<file path="config.mk">
export PLATFORM = sky130hd
export DESIGN_NAME = wdt_pair_guard
export DESIGN_NICKNAME = d
export VERILOG_FILES = /design/src/rtl/wdtg_pkg.sv /design/src/rtl/wdtg_pair_fsm.sv /design/src/rtl/wdtg_counter.sv /design/src/rtl/wdtg_flags.sv /design/src/rtl/wdt_pair_guard.sv
export SDC_FILE = /design/constraint.sdc
export NUM_CORES = 1
export LEC_CHECK = 0
export ABC_CLOCK_PERIOD_IN_PS = 1700
export BUFFER_PORTS_ARGS = -buffer_cell sky130_fd_sc_hd__buf_2
export CAP_MARGIN = 20
export CORE_UTILIZATION = 51
export DETAILED_ROUTE_END_ITERATION = 10
export GPL_ROUTABILITY_DRIVEN = 0
export GPL_TIMING_DRIVEN = 0
export PLACE_DENSITY = 0.79
export SLEW_MARGIN = 20
export SYNTH_ARGS = -nofsm -noshare
export SYNTH_HDL_FRONTEND = slang
export SYNTH_SLANG_ARGS = --single-unit
</file>
<file path="constraint.sdc">
create_clock -name clk -period 1.7 [get_ports clk]
set_input_delay 0.425 -clock clk [delete_from_list [all_inputs] [get_ports clk]]
set_output_delay 0.425 -clock clk [all_outputs]
set_load 0.005 [all_outputs]
</file>
<file path="src/rtl/wdtg_pkg.sv">
package wdtg_pkg;

  typedef enum logic [1:0] {
    PEND_NONE = 2'd0,
    PEND_A    = 2'd1,
    PEND_B    = 2'd2
  } pend_e;

  // timeout period in cycles for a counter of width w and a tap select
  function automatic logic [31:0] wdtg_period(input int unsigned w, input logic [1:0] sel);
    return 32'd1 << (w - 32'd3 + 32'(sel));
  endfunction

endpackage

</file>
<file path="src/rtl/wdtg_pair_fsm.sv">
module wdtg_pair_fsm
  import wdtg_pkg::*;
(
  input  logic clk,
  input  logic rst_n,
  input  logic single_mode_i,
  input  logic clr_a_i,
  input  logic clr_b_i,
  input  logic clr_one_i,
  input  logic halt_i,
  output logic fire_o
);

  pend_e state_q, state_d;
  logic  a_only, b_only;

  assign a_only = clr_a_i & ~clr_b_i;
  assign b_only = clr_b_i & ~clr_a_i;

  always_comb begin
    state_d = state_q;
    fire_o  = 1'b0;
    if (halt_i) begin
      state_d = PEND_NONE;
    end else if (single_mode_i) begin
      state_d = PEND_NONE;
      fire_o  = clr_one_i;
    end else begin
      unique case (state_q)
        PEND_NONE: begin
          if (a_only)      state_d = PEND_A;
          else if (b_only) state_d = PEND_B;
        end
        PEND_A: if (b_only) begin
          fire_o  = 1'b1;
          state_d = PEND_NONE;
        end
        PEND_B: if (a_only) begin
          fire_o  = 1'b1;
          state_d = PEND_NONE;
        end
        default: state_d = PEND_NONE;
      endcase
    end
  end

  always_ff @(posedge clk or negedge rst_n) begin
    if (!rst_n) state_q <= PEND_NONE;
    else        state_q <= state_d;
  end

endmodule

</file>
<file path="src/rtl/wdtg_counter.sv">
module wdtg_counter
  import wdtg_pkg::*;
#(
  parameter int unsigned CNT_W = 15
) (
  input  logic             clk,
  input  logic             rst_n,
  input  logic [1:0]       tap_sel_i,
  input  logic             restart_i,
  output logic [CNT_W-1:0] cnt_o,
  output logic             ovf_o
);

  logic [31:0] period;

  assign period = wdtg_period(CNT_W, tap_sel_i);
  assign ovf_o  = !restart_i && (32'(cnt_o) == period - 32'd1);

  always_ff @(posedge clk or negedge rst_n) begin
    if (!rst_n)                  cnt_o <= '0;
    else if (restart_i || ovf_o) cnt_o <= '0;
    else                         cnt_o <= cnt_o + 1'b1;
  end

endmodule

</file>
<file path="src/rtl/wdtg_flags.sv">
module wdtg_flags (
  input  logic clk,
  input  logic rst_n,
  input  logic ovf_i,
  input  logic pd_i,
  input  logic halt_i,
  input  logic fire_i,
  output logic wdt_rst_o,
  output logic wake_o,
  output logic to_o,
  output logic pdf_o
);

  always_ff @(posedge clk or negedge rst_n) begin
    if (!rst_n) begin
      wdt_rst_o <= 1'b0;
      wake_o    <= 1'b0;
      to_o      <= 1'b0;
      pdf_o     <= 1'b0;
    end else begin
      wdt_rst_o <= ovf_i & ~pd_i;
      wake_o    <= ovf_i & pd_i;
      if (halt_i) begin
        pdf_o <= 1'b1;
        to_o  <= 1'b0;
      end else if (fire_i) begin
        pdf_o <= 1'b0;
        to_o  <= 1'b0;
      end else if (ovf_i) begin
        to_o  <= 1'b1;
      end
    end
  end

endmodule

</file>
<file path="src/rtl/wdt_pair_guard.sv">
module wdt_pair_guard #(
  parameter int unsigned CNT_W = 15
) (
  input  logic       clk,
  input  logic       rst_n,
  input  logic [1:0] tap_sel_i,
  input  logic       single_mode_i,
  input  logic       clr_a_i,
  input  logic       clr_b_i,
  input  logic       clr_one_i,
  input  logic       halt_i,
  input  logic       pd_i,
  output logic       wdt_rst_o,
  output logic       wake_o,
  output logic       to_o,
  output logic       pdf_o
);

  logic             pair_fire;
  logic             restart;
  logic             ovf;
  logic [CNT_W-1:0] cnt_q;

  assign restart = pair_fire | halt_i;

  wdtg_pair_fsm u_fsm (
    .clk(clk), .rst_n(rst_n), .single_mode_i(single_mode_i),
    .clr_a_i(clr_a_i), .clr_b_i(clr_b_i), .clr_one_i(clr_one_i),
    .halt_i(halt_i), .fire_o(pair_fire)
  );

  wdtg_counter #(.CNT_W(CNT_W)) u_cnt (
    .clk(clk), .rst_n(rst_n), .tap_sel_i(tap_sel_i),
    .restart_i(restart), .cnt_o(cnt_q), .ovf_o(ovf)
  );

  wdtg_flags u_flags (
    .clk(clk), .rst_n(rst_n), .ovf_i(ovf), .pd_i(pd_i),
    .halt_i(halt_i), .fire_i(pair_fire),
    .wdt_rst_o(wdt_rst_o), .wake_o(wake_o), .to_o(to_o), .pdf_o(pdf_o)
  );

endmodule

</file>
==> out/results.txt <==
Iter 0 DRT Violations -> 14
Vias -> 894
Antenna violations before repair -> 0
Reg-to-reg critical path endpoint -> u_flags.wake_o
Count of pins over their slew limit -> 0
RSZ-0062 raised after global routing -> yes
FF+latch count, synth -> 21
WS Path Type -> reg -> reg
Diode count -> 0
Detailed Routing Iterations Pass 1 -> 4
I/O Pins -> 14
Fmax -> 0.5822 GHz
# setup viols final -> 2
Dpl cell area -> 1300 µm²
Final hold vios -> 0
First-pass GRT wire length -> 4.112 mm
Number of port buffers -> 13
CP top delay family -> flip-flops
Num rows -> 17
Mean Syn Cell Area -> 11.11 µm²
Slowest Stage Delay on Critical Path -> 0.43 ns
Minimum clock period -> 1.718 ns
Most frequent cells in the layout -> dfrtp_1, buf_2, xor2_1
Failing checks -> setup timing
Wirelength per Cell -> 15.38 µm
WP buf/inv -> 3
FF-to-FF setup slack -> -0.02 ns
Die W -> 50.51 µm
Worst path slowest cell -> dfrtp_1
Clock Skews -> 0.004105 ns
Nets@finish -> 143
Num Clock Sinks -> 21
Yosys Warn Count -> 0
CTS Buffer Depth -> 2
Final wirelength -> 2.400 mm
LEAKAGE -> 0.0006225 µW
Area Overhead vs Synth -> 20.02%
TritonCTS clock tree -> done
Worst slew pin tran -> 0.4697 ns
Distinct cell type count after synthesis -> 38
Most common cell after layout, fill and taps aside -> dfrtp_1
Post-Syn Nets -> 122
Crit path arrival time -> 1.97 ns
Root buffer cell -> clkbuf_4
GRT Total Usage -> 22.32%
Hold WC Path Type -> in -> async
H-Tree Depth -> 1
Post-DP HPWL -> 1.595 mm
Post-cts hold buffer count -> 0
Final instance area -> 1440 µm²
Die ar. -> 2551 µm²
Outcome -> complete, but fails checks
Sequential cell area fraction in the yosys report -> 43.80%
Fin cells -> 156
Core ar. -> 2212 µm²
Dpl cells -> 149
Type of origin of the critical path -> flop
Total grt overflow -> 0
Max VDD drop -> 588.1 µV
Number of standard cells after synthesis -> 108
CTS Buf Count -> 3
Max-cap violations -> 0
Critical Path RT -> 1.95 ns
Mapped cell area -> 1200 µm²
Final setup margin -> -0.01771 ns
Starting Density -> 54.24%
Power per cell area -> 607.3 nW/µm²
Remaining DRCs -> 0
Clock transition at path regs -> 0.12 ns
Vias per std cell -> 5.731
Routed Antenna Nets -> 0
Clock Latency Late Sink -> 0.32 ns
RR Startpoint -> u_fsm.state_q[0]
R2R depth -> 7
Crit-path cells -> inv_2 > ha_4 > nor2b_4 > a221o_1 > buf_6 > buf_12 > nor3b_2
Crit Path Max Fanout -> 6
Period utilization -> 101.0%
Largest net degree at the start of global routing -> 22
Vias in the first global route -> 901
Nature of the critical path endpoint -> flop
Share of layout cells above drive strength 1 -> 39.84%
Die height -> 50.51 µm
Max-Slew Margin vs Limit -> 68.69%
-- per-layer routing --
layer,wire [µm],up-vias,GRT usage [%]
met3,88,9,6.364
met1,1049,439,26.17
met2,1189,16,36.00
met5,0,-,0
li1,-,430,-
met4,73,0,13.43
-- cell families after synthesis --
family,count (synthesis),synth area share (%)
compound gates,14,9.490
simple gates,45,27.01
fa+ha+maj,4,4.171
buf+inv,11,6.047
flops,21,43.80
xor+xnor,13,9.489
-- area by class of cell --
cell class / instances / area [µm²]
inverters: 6 / 22.52
well taps: 28 / 35.03
clock buffers: 3 / 22.52
multi-input cells: 76 / 666.9
plain buffers: 5 / 58.81
clock inverters: 1 / 5.005
fillers: 184 / 772.0
flip-flops and latches: 21 / 526.8
repair buffers: 16 / 102.6
-- flip-flops by register name, indices dropped and copies added, names as in the netlist --
| name | cells |
|---|---|
| u_flags.pdf_o | 1 |
| u_flags.wake_o | 1 |
| u_fsm.state_q | 2 |
| u_flags.wdt_rst_o | 1 |
| u_cnt.cnt_o | 15 |
| u_flags.to_o | 1 |
-- report_power, final --
| part | switching [µW] | internal (µW) | leakage [µW] |
|---|---|---|---|
| clock | 161 | 88.2 | 0.0000177 |
| sequential | 6.47 | 507 | 0.000287 |
| combinational | 60.0 | 52.2 | 0.000318 |
| total | 227 | 647 | 0.000622 |
-- worst register-to-register path, cell delays in order, from the launching register on --
cell and delay (ns):
dfrtp_1 0.43, inv_2 0.10, ha_4 0.21, nor2b_4 0.12, a221o_1 0.35, buf_6 0.16
buf_12 0.13, nor3b_2 0.15
-- what timing repair did --
action / in CTS / in global routing
pin swaps: 6 / 2
setup endpoints to repair: 9 / 18
gates resized for setup: 7 / 10
gates cloned: 1 / 1
setup buffers: 0 / 1
-- synthesized netlist by cell type --
cell type,count,area [µm²]
and2_1,1,6.260
nand4_2,1,12.51
and3_1,3,18.77
nor3b_2,3,37.54
o21ba_2,1,10.01
ha_1,4,50.05
nand3_1,4,20.02
nand4_1,4,25.02
xnor2_1,3,26.28
and4_1,4,35.03
or2b_2,2,17.52
o21ai_0,2,10.01
nor3_1,8,40.04
nor3_2,4,40.04
a211oi_1,2,15.01
o211ai_1,1,7.510
xor2_1,10,87.58
o22ai_1,1,6.260
inv_1,6,22.52
nor3b_1,1,7.510
o21bai_1,1,7.510
nor2_1,2,7.510
a2111oi_0,1,8.760
buf_4,1,7.510
a21o_1,1,7.510
nor4_1,1,6.260
dfrtp_1,21,525.5
buf_8,1,15.01
nand2_1,3,11.26
a21oi_4,1,16.27
buf_6,2,22.52
a22oi_1,2,15.01
nor3_4,1,16.27
a221o_1,1,10.01
buf_2,1,5.000
nor2b_1,1,6.260
nor4bb_1,1,10.01
and2_0,1,6.260
-- worst max-delay path by stage --
| stage | from | end | slack, ns | depth (start not counted) |
|---|---|---|---|---|
| 3_3_place_gp | clr_b_i | u_flags.pdf_o | 0.01 | 7 |
| 5_1_grt | u_fsm.state_q[0] | u_flags.wdt_rst_o | -0.1 | 7 |
| 4_1_cts | u_fsm.state_q[0] | u_flags.wdt_rst_o | -0.02 | 7 |
| 3_5_place_dp | clr_b_i | u_flags.pdf_o | -0.06 | 7 |
| 2_1_floorplan | u_fsm.state_q[0] | u_cnt.cnt_o[8] | 0.10 | 7 |
| 6_report | u_fsm.state_q[0] | u_flags.wake_o | -0.02 | 7 |
-- metrics by stage --
step | utilization [%] | TNS (ns) | worst slack (ns) | power (µW) | hold slack, ns
after detailed placement | 58.77 | -0.4901 | -0.05609 | 610.7 | 0.4074
final | 65.10 | -0.01798 | -0.01771 | 874.7 | 0.04303
after global routing | 65.10 | -0.7448 | -0.09783 | 916.7 | 0.06649
after CTS | 61.60 | -0.02541 | -0.01710 | 868.0 | 0.05523
after floorplan | - | 0 | 0.1042 | 571.8 | 0.1294
after global placement | 58.77 | 0 | 0.01360 | 604.5 | 0.4035
Note: power is estimated with default switching activity, not from simulation.
